**src/rtl/swd_pkg.sv**
```systemverilog
package swd_pkg;

  localparam int REG_W    = 64;
  localparam int MODE_LSB = 0;
  localparam int MGMT_BIT = 2;
  localparam int LEN_LSB  = 4;

  localparam logic [1:0] MODE_STOP = 2'd0;
  localparam logic [1:0] MODE_CORE = 2'd1;
  localparam logic [1:0] MODE_TWO  = 2'd2;
  localparam logic [1:0] MODE_FULL = 2'd3;

  typedef enum logic [1:0] {
    STG_CORE  = 2'd0,
    STG_MGMT  = 2'd1,
    STG_FINAL = 2'd2
  } swdStage_t;

  typedef struct packed {
    logic cfgLoad;
    logic reload;
    logic goIdle;
  } swdStrobe_t;

endpackage

```
**src/rtl/swd_datapath.sv**
```systemverilog
module swd_datapath
  import swd_pkg::*;
#(
  parameter int PRESCALE = 1024,
  parameter int LEN_W    = 16,
  parameter int CNT_W    = 24
) (
  input  logic             clk,
  input  logic             rstN,
  input  swdStrobe_t       strobe,
  input  logic [1:0]       wrMode,
  input  logic             wrMgmtEn,
  input  logic [LEN_W-1:0] wrLen,
  input  logic [CNT_W-1:0] wrCnt,
  output logic [1:0]       modeNow,
  output logic             mgmtEnNow,
  output logic [LEN_W-1:0] lenNow,
  output logic [CNT_W-1:0] cntNow,
  output logic             expire
);

  localparam int PRE_W = (PRESCALE > 1) ? $clog2(PRESCALE) : 1;
  localparam int LOW_W = CNT_W - LEN_W;
  localparam logic [PRE_W-1:0] PRE_LAST = PRE_W'(PRESCALE - 1);

  logic [PRE_W-1:0] preCnt;
  logic [CNT_W-1:0] reloadVal;
  logic             running;
  logic             tick;

  // The length always feeds the top of the counter; any low bits reload as zero.
  generate
    if (LOW_W > 0) begin : g_lowZero
      assign reloadVal = {lenNow, {LOW_W{1'b0}}};
    end else begin : g_noLow
      assign reloadVal = lenNow;
    end
  endgenerate

  assign running = (modeNow != MODE_STOP);
  assign tick    = running && (preCnt == PRE_LAST);
  assign expire  = tick && (cntNow == '0);

  always_ff @(posedge clk or negedge rstN) begin
    if (!rstN) begin
      modeNow   <= MODE_STOP;
      mgmtEnNow <= 1'b0;
      lenNow    <= '0;
      cntNow    <= '0;
      preCnt    <= '0;
    end else if (strobe.cfgLoad) begin
      modeNow   <= wrMode;
      mgmtEnNow <= wrMgmtEn;
      lenNow    <= wrLen;
      cntNow    <= wrCnt;
      preCnt    <= '0;
    end else if (strobe.goIdle) begin
      modeNow <= MODE_STOP;
      cntNow  <= '0;
      preCnt  <= '0;
    end else if (strobe.reload) begin
      cntNow <= reloadVal;
      preCnt <= '0;
    end else if (running) begin
      preCnt <= tick ? '0 : preCnt + 1'b1;
      if (tick && (cntNow != '0)) begin
        cntNow <= cntNow - 1'b1;
      end
    end
  end

endmodule

```
**src/rtl/swd_ctrl.sv**
```systemverilog
module swd_ctrl
  import swd_pkg::*;
#(
  parameter int TIMER_IDX = 0,
  parameter int ADDR_W    = 17,
  parameter int LEN_W     = 16,
  parameter int CNT_W     = 24
) (
  input  logic             clk,
  input  logic             rstN,
  input  logic             busValid,
  input  logic             busWrite,
  input  logic [ADDR_W-1:0] busAddr,
  input  logic             pokeBit,
  input  logic             slotBit,
  input  logic             expire,
  input  logic [1:0]       modeNow,
  input  logic             mgmtEnNow,
  input  logic [LEN_W-1:0] lenNow,
  input  logic [CNT_W-1:0] cntNow,
  output swdStrobe_t       strobe,
  output logic [REG_W-1:0] busRdata,
  output logic             coreIrq,
  output logic             mgmtIrq,
  output logic             rstReq,
  output logic [1:0]       stageNow
);

  localparam int CNT_LSB = LEN_LSB + LEN_W;
  localparam logic [ADDR_W-1:0] CFG_ADDR  = ADDR_W'(TIMER_IDX * 8);
  localparam logic [ADDR_W-1:0] PEND_ADDR = ADDR_W'('h200);
  localparam logic [ADDR_W-1:0] ECLR_ADDR = ADDR_W'('h210);
  localparam logic [ADDR_W-1:0] ESET_ADDR = ADDR_W'('h218);
  localparam logic [ADDR_W-1:0] POKE_ADDR = ADDR_W'('h10000 + TIMER_IDX * 8);

  swdStage_t stage, stageNxt;
  logic      pend, enable;
  logic      wrStb, cfgWr, pokeWr, pendClr, enSet, enClr;
  logic      evt, firstHit, mgmtHit, finalHit;

  assign wrStb   = busValid && busWrite;
  assign cfgWr   = wrStb && (busAddr == CFG_ADDR);
  assign pokeWr  = wrStb && (busAddr == POKE_ADDR) && pokeBit;
  assign pendClr = wrStb && (busAddr == PEND_ADDR) && slotBit;
  assign enSet   = wrStb && (busAddr == ESET_ADDR) && slotBit;
  assign enClr   = wrStb && (busAddr == ECLR_ADDR) && slotBit;

  // A reload request in the same cycle cancels the expiry.
  assign evt      = expire && !pokeWr && !cfgWr;
  assign finalHit = evt && (modeNow == MODE_FULL) && (stage == STG_FINAL);
  assign firstHit = evt && ((modeNow == MODE_CORE) || (stage == STG_CORE));
  assign mgmtHit  = evt && (modeNow != MODE_CORE) && (stage == STG_MGMT);

  assign strobe.cfgLoad = cfgWr;
  assign strobe.reload  = pokeWr || (evt && !finalHit);
  assign strobe.goIdle  = finalHit;

  always_comb begin
    stageNxt = stage;
    if (cfgWr || pokeWr) begin
      stageNxt = STG_CORE;
    end else if (evt) begin
      if (modeNow == MODE_CORE) begin
        stageNxt = STG_CORE;
      end else begin
        unique case (stage)
          STG_CORE:  stageNxt = STG_MGMT;
          STG_MGMT:  stageNxt = (modeNow == MODE_FULL) ? STG_FINAL : STG_MGMT;
          default:   stageNxt = STG_CORE;
        endcase
      end
    end
  end

  always_ff @(posedge clk or negedge rstN) begin
    if (!rstN) begin
      stage   <= STG_CORE;
      pend    <= 1'b0;
      enable  <= 1'b0;
      mgmtIrq <= 1'b0;
      rstReq  <= 1'b0;
    end else begin
      stage   <= stageNxt;
      // hardware set is applied after the software clear, so it wins
      pend    <= (pend && !pendClr) || firstHit;
      if (enSet) begin
        enable <= 1'b1;
      end else if (enClr) begin
        enable <= 1'b0;
      end
      mgmtIrq <= mgmtHit && mgmtEnNow;
      rstReq  <= finalHit;
    end
  end

  assign coreIrq  = pend && enable;
  assign stageNow = stage;

  always_comb begin
    busRdata = '0;
    if (busValid && !busWrite) begin
      if (busAddr == CFG_ADDR) begin
        busRdata[MODE_LSB +: 2]     = modeNow;
        busRdata[MGMT_BIT]          = mgmtEnNow;
        busRdata[LEN_LSB +: LEN_W]  = lenNow;
        busRdata[CNT_LSB +: CNT_W]  = cntNow;
      end else if (busAddr == PEND_ADDR) begin
        busRdata[TIMER_IDX] = pend;
      end else if ((busAddr == ESET_ADDR) || (busAddr == ECLR_ADDR)) begin
        busRdata[TIMER_IDX] = enable;
      end
    end
  end

endmodule

```
**src/rtl/stage_watchdog.sv**
```systemverilog
module stage_watchdog
  import swd_pkg::*;
#(
  parameter int TIMER_IDX = 0,
  parameter int PRESCALE  = 1024,
  parameter int ADDR_W    = 17,
  parameter int LEN_W     = 16,
  parameter int CNT_W     = 24
) (
  input  logic              clk,
  input  logic              rstN,
  input  logic              busValid,
  input  logic              busWrite,
  input  logic [ADDR_W-1:0] busAddr,
  input  logic [REG_W-1:0]  busWdata,
  output logic [REG_W-1:0]  busRdata,
  output logic              coreIrq,
  output logic              mgmtIrq,
  output logic              rstReq
);

  localparam int CNT_LSB = LEN_LSB + LEN_W;

  swdStrobe_t       strobe;
  logic [1:0]       modeNow;
  logic             mgmtEnNow;
  logic [LEN_W-1:0] lenNow;
  logic [CNT_W-1:0] cntNow;
  logic             expire;
  logic [1:0]       stageNow;
  logic             unusedWdata;

  assign unusedWdata = ^busWdata;

  swd_datapath #(
    .PRESCALE(PRESCALE),
    .LEN_W   (LEN_W),
    .CNT_W   (CNT_W)
  ) u_datapath (
    .clk      (clk),
    .rstN     (rstN),
    .strobe   (strobe),
    .wrMode   (busWdata[MODE_LSB +: 2]),
    .wrMgmtEn (busWdata[MGMT_BIT]),
    .wrLen    (busWdata[LEN_LSB +: LEN_W]),
    .wrCnt    (busWdata[CNT_LSB +: CNT_W]),
    .modeNow  (modeNow),
    .mgmtEnNow(mgmtEnNow),
    .lenNow   (lenNow),
    .cntNow   (cntNow),
    .expire   (expire)
  );

  swd_ctrl #(
    .TIMER_IDX(TIMER_IDX),
    .ADDR_W   (ADDR_W),
    .LEN_W    (LEN_W),
    .CNT_W    (CNT_W)
  ) u_ctrl (
    .clk      (clk),
    .rstN     (rstN),
    .busValid (busValid),
    .busWrite (busWrite),
    .busAddr  (busAddr),
    .pokeBit  (busWdata[0]),
    .slotBit  (busWdata[TIMER_IDX]),
    .expire   (expire),
    .modeNow  (modeNow),
    .mgmtEnNow(mgmtEnNow),
    .lenNow   (lenNow),
    .cntNow   (cntNow),
    .strobe   (strobe),
    .busRdata (busRdata),
    .coreIrq  (coreIrq),
    .mgmtIrq  (mgmtIrq),
    .rstReq   (rstReq),
    .stageNow (stageNow)
  );

endmodule

```
**config.mk**
```make
export PLATFORM = sky130hd
export DESIGN_NAME = stage_watchdog
export DESIGN_NICKNAME = d
export VERILOG_FILES = /design/src/rtl/swd_pkg.sv /design/src/rtl/swd_datapath.sv /design/src/rtl/swd_ctrl.sv /design/src/rtl/stage_watchdog.sv
export SDC_FILE = /design/constraint.sdc
export NUM_CORES = 1
export LEC_CHECK = 0
export ABC_CLOCK_PERIOD_IN_PS = 6300
export BUFFER_PORTS_ARGS = -buffer_cell sky130_fd_sc_hd__buf_2
export CAP_MARGIN = 20
export CORE_MARGIN = 8
export CORE_UTILIZATION = 55
export CTS_BUF_LIST = sky130_fd_sc_hd__clkbuf_8
export CTS_CLUSTER_SIZE = 20
export DETAILED_ROUTE_END_ITERATION = 7
export PLACE_DENSITY = 0.87
export SYNTH_ARGS = -nofsm -noshare
export SYNTH_HDL_FRONTEND = slang
export SYNTH_HIERARCHICAL = 1
export SYNTH_SLANG_ARGS = --single-unit
```
**constraint.sdc**
```tcl
create_clock -name clk -period 6.3 [get_ports clk]
set_input_delay 0.315 -clock clk [delete_from_list [all_inputs] [get_ports clk]]
set_output_delay 0.315 -clock clk [all_outputs]
set_load 0.005 [all_outputs]
```
-- Yosys cells after proc, flatten, opt, wreduce, memory -nomap -nowiden
Cells that the tools add are included.
- register bits after elaboration: 59
- output and inout bits: 67
- memories: 0
- word-level logic and storage cells: 94
- memory bits (writable): 0
- latch bits: 0
- input bits: 85
- bits in read-only memories: 0
- $add $sub $neg: 2
- mux-type cells: 26
- divide/modulo/power cells: 0
- eq/ne operators: 10
- shift operators: 0
- multipliers: 0
- magnitude comparators: 0
- reductions and logical operators: 46
- bitwise operators: 0
- operators with widths (operator ; number):
    two-way mux 24 bit ; 5
    two-way mux 40 bit ; 2
    == test 17 x 10 -> 1 bit (second input constant) ; 3
    two-way mux 10 bit ; 5
    logical AND 1 bit ; 25
    zero test 24 bit ; 1
    nonzero test 24 bit ; 1
    subtractor 24 x 1 -> 24 bit (second input constant) ; 1
    == test 17 bit (second input constant) ; 1
    zero test 17 bit ; 1
    two-way mux 2 bit ; 7
    adder 10 x 1 -> 10 bit (second input constant) ; 1
    == test 10 bit (second input constant) ; 1
    nonzero test 2 bit ; 4
    nonzero test 4 bit ; 2
    zero test 1 bit ; 5
    logical OR 1 bit ; 5
    two-way mux 1 bit ; 5
    == test 2 x 1 -> 1 bit (second input constant) ; 2
    == test 2 bit (second input constant) ; 2
    one-hot mux 2 bit (2 select lines) ; 1
    two-way mux 3 bit ; 1
    zero test 2 bit ; 1
    inequality test 2 x 1 -> 1 bit (second input constant) ; 1
    AND reduction 2 bit ; 1

-- Logic depth before layout (Yosys ltp)
- word-level depth: 14
- mapped depth: 14
- mapped depth without buffers: 12

-- Hierarchy
Netlist, hierarchy kept.
- by module, submodules not included (module ; cells each ; area an instance (um^2) ; sequential area each (um^2) ; times used):
    swd_datapath ; 323 ; 3025.4 ; 1326.3 ; 1
    swd_ctrl ; 125 ; 954.7 ; 150.1 ; 1

-- Worst setup path before layout
No wires, ideal clock.
- path type: reg-to-reg
- start: reg u_datapath.cntNow[18]
- end: reg u_datapath.preCnt[4]
- clock period less this slack: 3524 ps
- cell stages (with the launch flop): 13
- arrival: 3380 ps
- setup slack: 2776 ps
- cell sequence: dfrtp_1 > or4_1 > buf_2 > or4_4 > nor3_1 > nor3b_1 > buf_4 > nor2_1 > nand2_1 > clkbuf_1 > nor2_1 > o21ai_0 > o41ai_1
- word-level cells in the longest chain between the ends: 12
- RTL lines (element ; line ; RTL):
    start: declaration ; swd_datapath.sv:18 ; output logic [CNT_W-1:0] cntNow,
    start signal: assignment ; swd_datapath.sv:55 ; cntNow <= wrCnt;
    start signal: assignment ; swd_datapath.sv:62 ; cntNow <= reloadVal;
    start signal: assignment ; swd_datapath.sv:67 ; cntNow <= cntNow - 1'b1;
    zero test 24 bit (*) ; swd_datapath.sv:42 ; assign expire = tick && (cntNow == '0);
    logical AND 1 bit (*) ; swd_datapath.sv:42 ;
    net expire ; stage_watchdog.sv:29 ; logic expire;
    logical AND 1 bit (*) (2 in a row) ; swd_ctrl.sv:49 ; assign evt = expire && !pokeWr && !cfgWr;
    logical AND 1 bit (*) (2 in a row) ; swd_ctrl.sv:50 ; assign finalHit = evt && (modeNow == MODE_FULL) && (stage == STG_FINAL);
    net u_ctrl.finalHit ; swd_ctrl.sv:39 ; logic evt, firstHit, mgmtHit, finalHit;
    zero test 1 bit ; swd_ctrl.sv:55 ; assign strobe.reload = pokeWr || (evt && !finalHit);
    logical AND 1 bit ; swd_ctrl.sv:55 ;
    logical OR 1 bit ; swd_ctrl.sv:55 ;
    two-way mux 10 bit ; swd_datapath.sv:61 ; end else if (strobe.reload) begin
    two-way mux 10 bit ; swd_datapath.sv:57 ; end else if (strobe.goIdle) begin
    two-way mux 10 bit ; swd_datapath.sv:51 ; end else if (strobe.cfgLoad) begin
    end signal: assignment ; swd_datapath.sv:65 ; preCnt <= tick ? '0 : preCnt + 1'b1;
    end: declaration ; swd_datapath.sv:26 ; logic [PRE_W-1:0] preCnt;
The timed path passes the listed nets; every way through them passes the cells marked *.
A chain may end at the register's enable or synchronous reset.

==> results.txt <==
Starting Density - 55.8%
CTS clock-pin slew for the worst setup and hold paths - 0.07 ns
worst path buffer plus inverter count - 1
grt met1 use - 25.7%
FF/Latch Area - 1480 um^2
routed wire length - 11000 um
commonest non-fill, non-tap cells in the layout - 109 x buf_2, 59 x dfrtp_1, 45 x and2_1
ys flop type - dfrtp_1
GR Util All Layers - 21.7%
CORE AREA - 7140 um^2
Leak - 2.32 nW
status - finished clean
routed vias - 3854
Hold Buf Count CTS - 0
Power, Total - 0.000708 W
remaining global-route overflow - 0
Final ANT Viol Nets - 0
peak per-stage delay on the critical path - 0.79 ns
largest net degree at the start of global routing - 60
fraction of layout cells with a size suffix above 1 - 29.7%
FFs w/ async S/R, synth - 100%
Die ar. - 10200 um^2
clock latency on the worst-skew pair - 0.33 ns
met2 Track Usage GR - 34.9%
detailed-placement wirelength estimate - 7910 um
worst slack, placed - 1.49 ns
Setup violations, final - 0
TritonCTS clock tree - built
first drt pass iteration count - 5
final hold violation count - 0
vias in the first global route - 3904
1st-iter DRT viols - 285
Mapped Cells - 448
most common cell after layout, fill and taps aside - buf_2
fmax - 202 MHz
sequential area share after synthesis - 37.1%
nature of the critical path startpoint - flop
RSZ-0062 raised after global routing - false
# Post-CTS Setup Buffers - 0
Clock Path Buffers - 2
CP arrival - 5.14 ns
Row Count - 31
Yosys warning total - 6
DIE WIDTH - 101 um
critical path type - reg2reg
CP max FO - 24
post-layout min period - 4.94 ns
H-tree levels - 3
Avg Inst Size Synth - 8.88 um^2
Slew Viols, Final - 0
CTS Sinks - 59
crit-path cells - or4_1 > or4_4 > nor3_1 > a32oi_1 > nor2_1 > inv_1 > nand2_1 > nor2_1 > a221oi_1 > o22ai_1
IO Port Bufs - 109
Netlist cell types - 65
Relative slew margins - 36.2%
Power Density - 153 nW/um^2
Mapped Area - 3980 um^2
GR peak layer - met2
die extent in y - 101 um
Worst EP required - 6.50 ns
setup tns final - 0 ns
io pins - 152
fin nets - 637
Worst path slowest cell - nand2_1
post_cts resized - 0
global-route wire length before repair - 18000 um
CTS root buffer - clkbuf_8
crit share post-route - 78.5%
Setup Skew - 0.00748 ns
#FFs+latches synth - 59
maxcap violations - 0
# fillers - 625
met3 usage - 6.63%
Largest delay share family, worst path - simple AND/OR/NAND/NOR gates
Worst Setup End Kind - flop
Post-synth EDFFs - 0
Least-Margin Pin Slew - 0.955 ns
WL per Instance - 16.9 um
VDD IR max - 107 uV
# DRC - 0
most used cell, CP - nor2_1
Ant. Diodes - 0
antenna violations before repair - 0
slack of the critical path - 1.36 ns
Multi-input gate area - 2220 um^2
final cell count without fillers - 652
worst hold path class - in2async
total CTS buffers - 9
P&R area growth vs syn - 16.3%
Placed Instances - 637
Via density - 5.91
GPL Wtd Cong - 0.921
## path summary, 6_finish.rpt
kind	from	endpoint	slack [ns]	cells past startpoint
setup / recovery	u_datapath/cntNow[18]$_DFFE_PN0P_	u_datapath/cntNow[13]$_DFFE_PN0P_	1.36	10
hold / removal	rstN	u_datapath/preCnt[2]$_DFFE_PN0P_	0.12	2
setup reg to reg	u_datapath/cntNow[18]$_DFFE_PN0P_	u_datapath/cntNow[13]$_DFFE_PN0P_	1.36	10
hold reg to reg	u_datapath/preCnt[4]$_DFFE_PN0P_	u_datapath/preCnt[4]$_DFFE_PN0P_	0.52	1
max in group asynchronous	rstN	u_datapath/lenNow[9]$_DFFE_PN0P_	5.66	2
min in group clk	busWdata[7]	u_datapath/lenNow[3]$_DFFE_PN0P_	0.18	2
## cell usage after synthesis (6+ instances only)
library cell | n | area share [%]
dfrtp_1 | 59 | 37
and2_1 | 45 | 7.1
nor2_1 | 34 | 3.2
nand2_1 | 31 | 2.9
o21ai_0 | 27 | 3.4
buf_4 | 23 | 4.3
nand3_1 | 17 | 2.1
mux2_2 | 16 | 4.5
nor3_1 | 15 | 1.9
inv_1 | 14 | 1.3
a21oi_1 | 12 | 1.5
clkbuf_1 | 10 | 0.94
o211ai_1 | 8 | 1.5
a31oi_1 | 7 | 1.1
buf_6 | 7 | 2.0
or4_1 | 7 | 1.3
nand2b_1 | 6 | 0.94
## report_power, final
group	internal (W)	switching (W)	leakage [nW]	total [W]
Combinational	0.0000166	0.0000211	1.47	0.0000378
Clock	0.000146	0.000145	0.0943	0.000291
Sequential	0.000379	0.000000241	0.762	0.000379
## worst register-to-register path, stage by stage (launching register included)
cell	delay, ns
dfrtp_1	0.43
or4_1	0.65
or4_4	0.61
nor3_1	0.61
a32oi_1	0.15
nor2_1	0.47
inv_1	0.35
nand2_1	0.79
nor2_1	0.26
a221oi_1	0.35
o22ai_1	0.13
## final cells by class
class                      instances  area share, %
sequential                        59           31.9
clock buffer                      10           2.97
multi-input combinational        349           47.9
inverter                          14           1.14
timing repair buffer             116           12.9
tap                               99           2.68
clock inverter                     5          0.487
## logic make-up (layout without fill, tap and decap cells)
kind of cell,after synthesis,after routing,share of synthesized area [%]
mux,16,16,4.53
buf+inv,60,145,9.24
compound gates,110,110,19.5
simple gates,193,193,27.3
other cells,1,21,0.0942
flops,59,59,37.1
fa+ha+maj,3,3,0.943
xor+xnor,6,6,1.32
## registers in the layout (all words and copies together), names as in the netlist
signal / cells
u_ctrl/enable: 1
u_ctrl/mgmtIrq: 1
u_datapath/lenNow: 16
u_datapath/mgmtEnNow: 1
u_ctrl/pend: 1
u_datapath/modeNow: 2
u_datapath/cntNow: 24
u_ctrl/stageNow: 2
u_ctrl/rstReq: 1
u_datapath/preCnt: 10
## per-stage QoR
| stage | util (%) | hold slack [ns] | area [um^2] |
|---|---|---|---|
| CTS | 64.8 | 0.163 | 4630 |
| global route | 64.8 | 0.184 | 4630 |
| global placement | 62.6 | 0.481 | 4470 |
| finish | 64.8 | 0.121 | 4630 |
| floorplan | - | 0.0194 | 4060 |
| detailed placement | 62.6 | 0.511 | 4470 |
## metal layers
layer / share of wire, % / up-vias
li1: - / 1792
met2: 47 / 261
met3: 12 / 32
met1: 39 / 1769
met4: 2.3 / 0
met5: 0 / -
No activity file was read; power rests on OpenSTA's default activity.
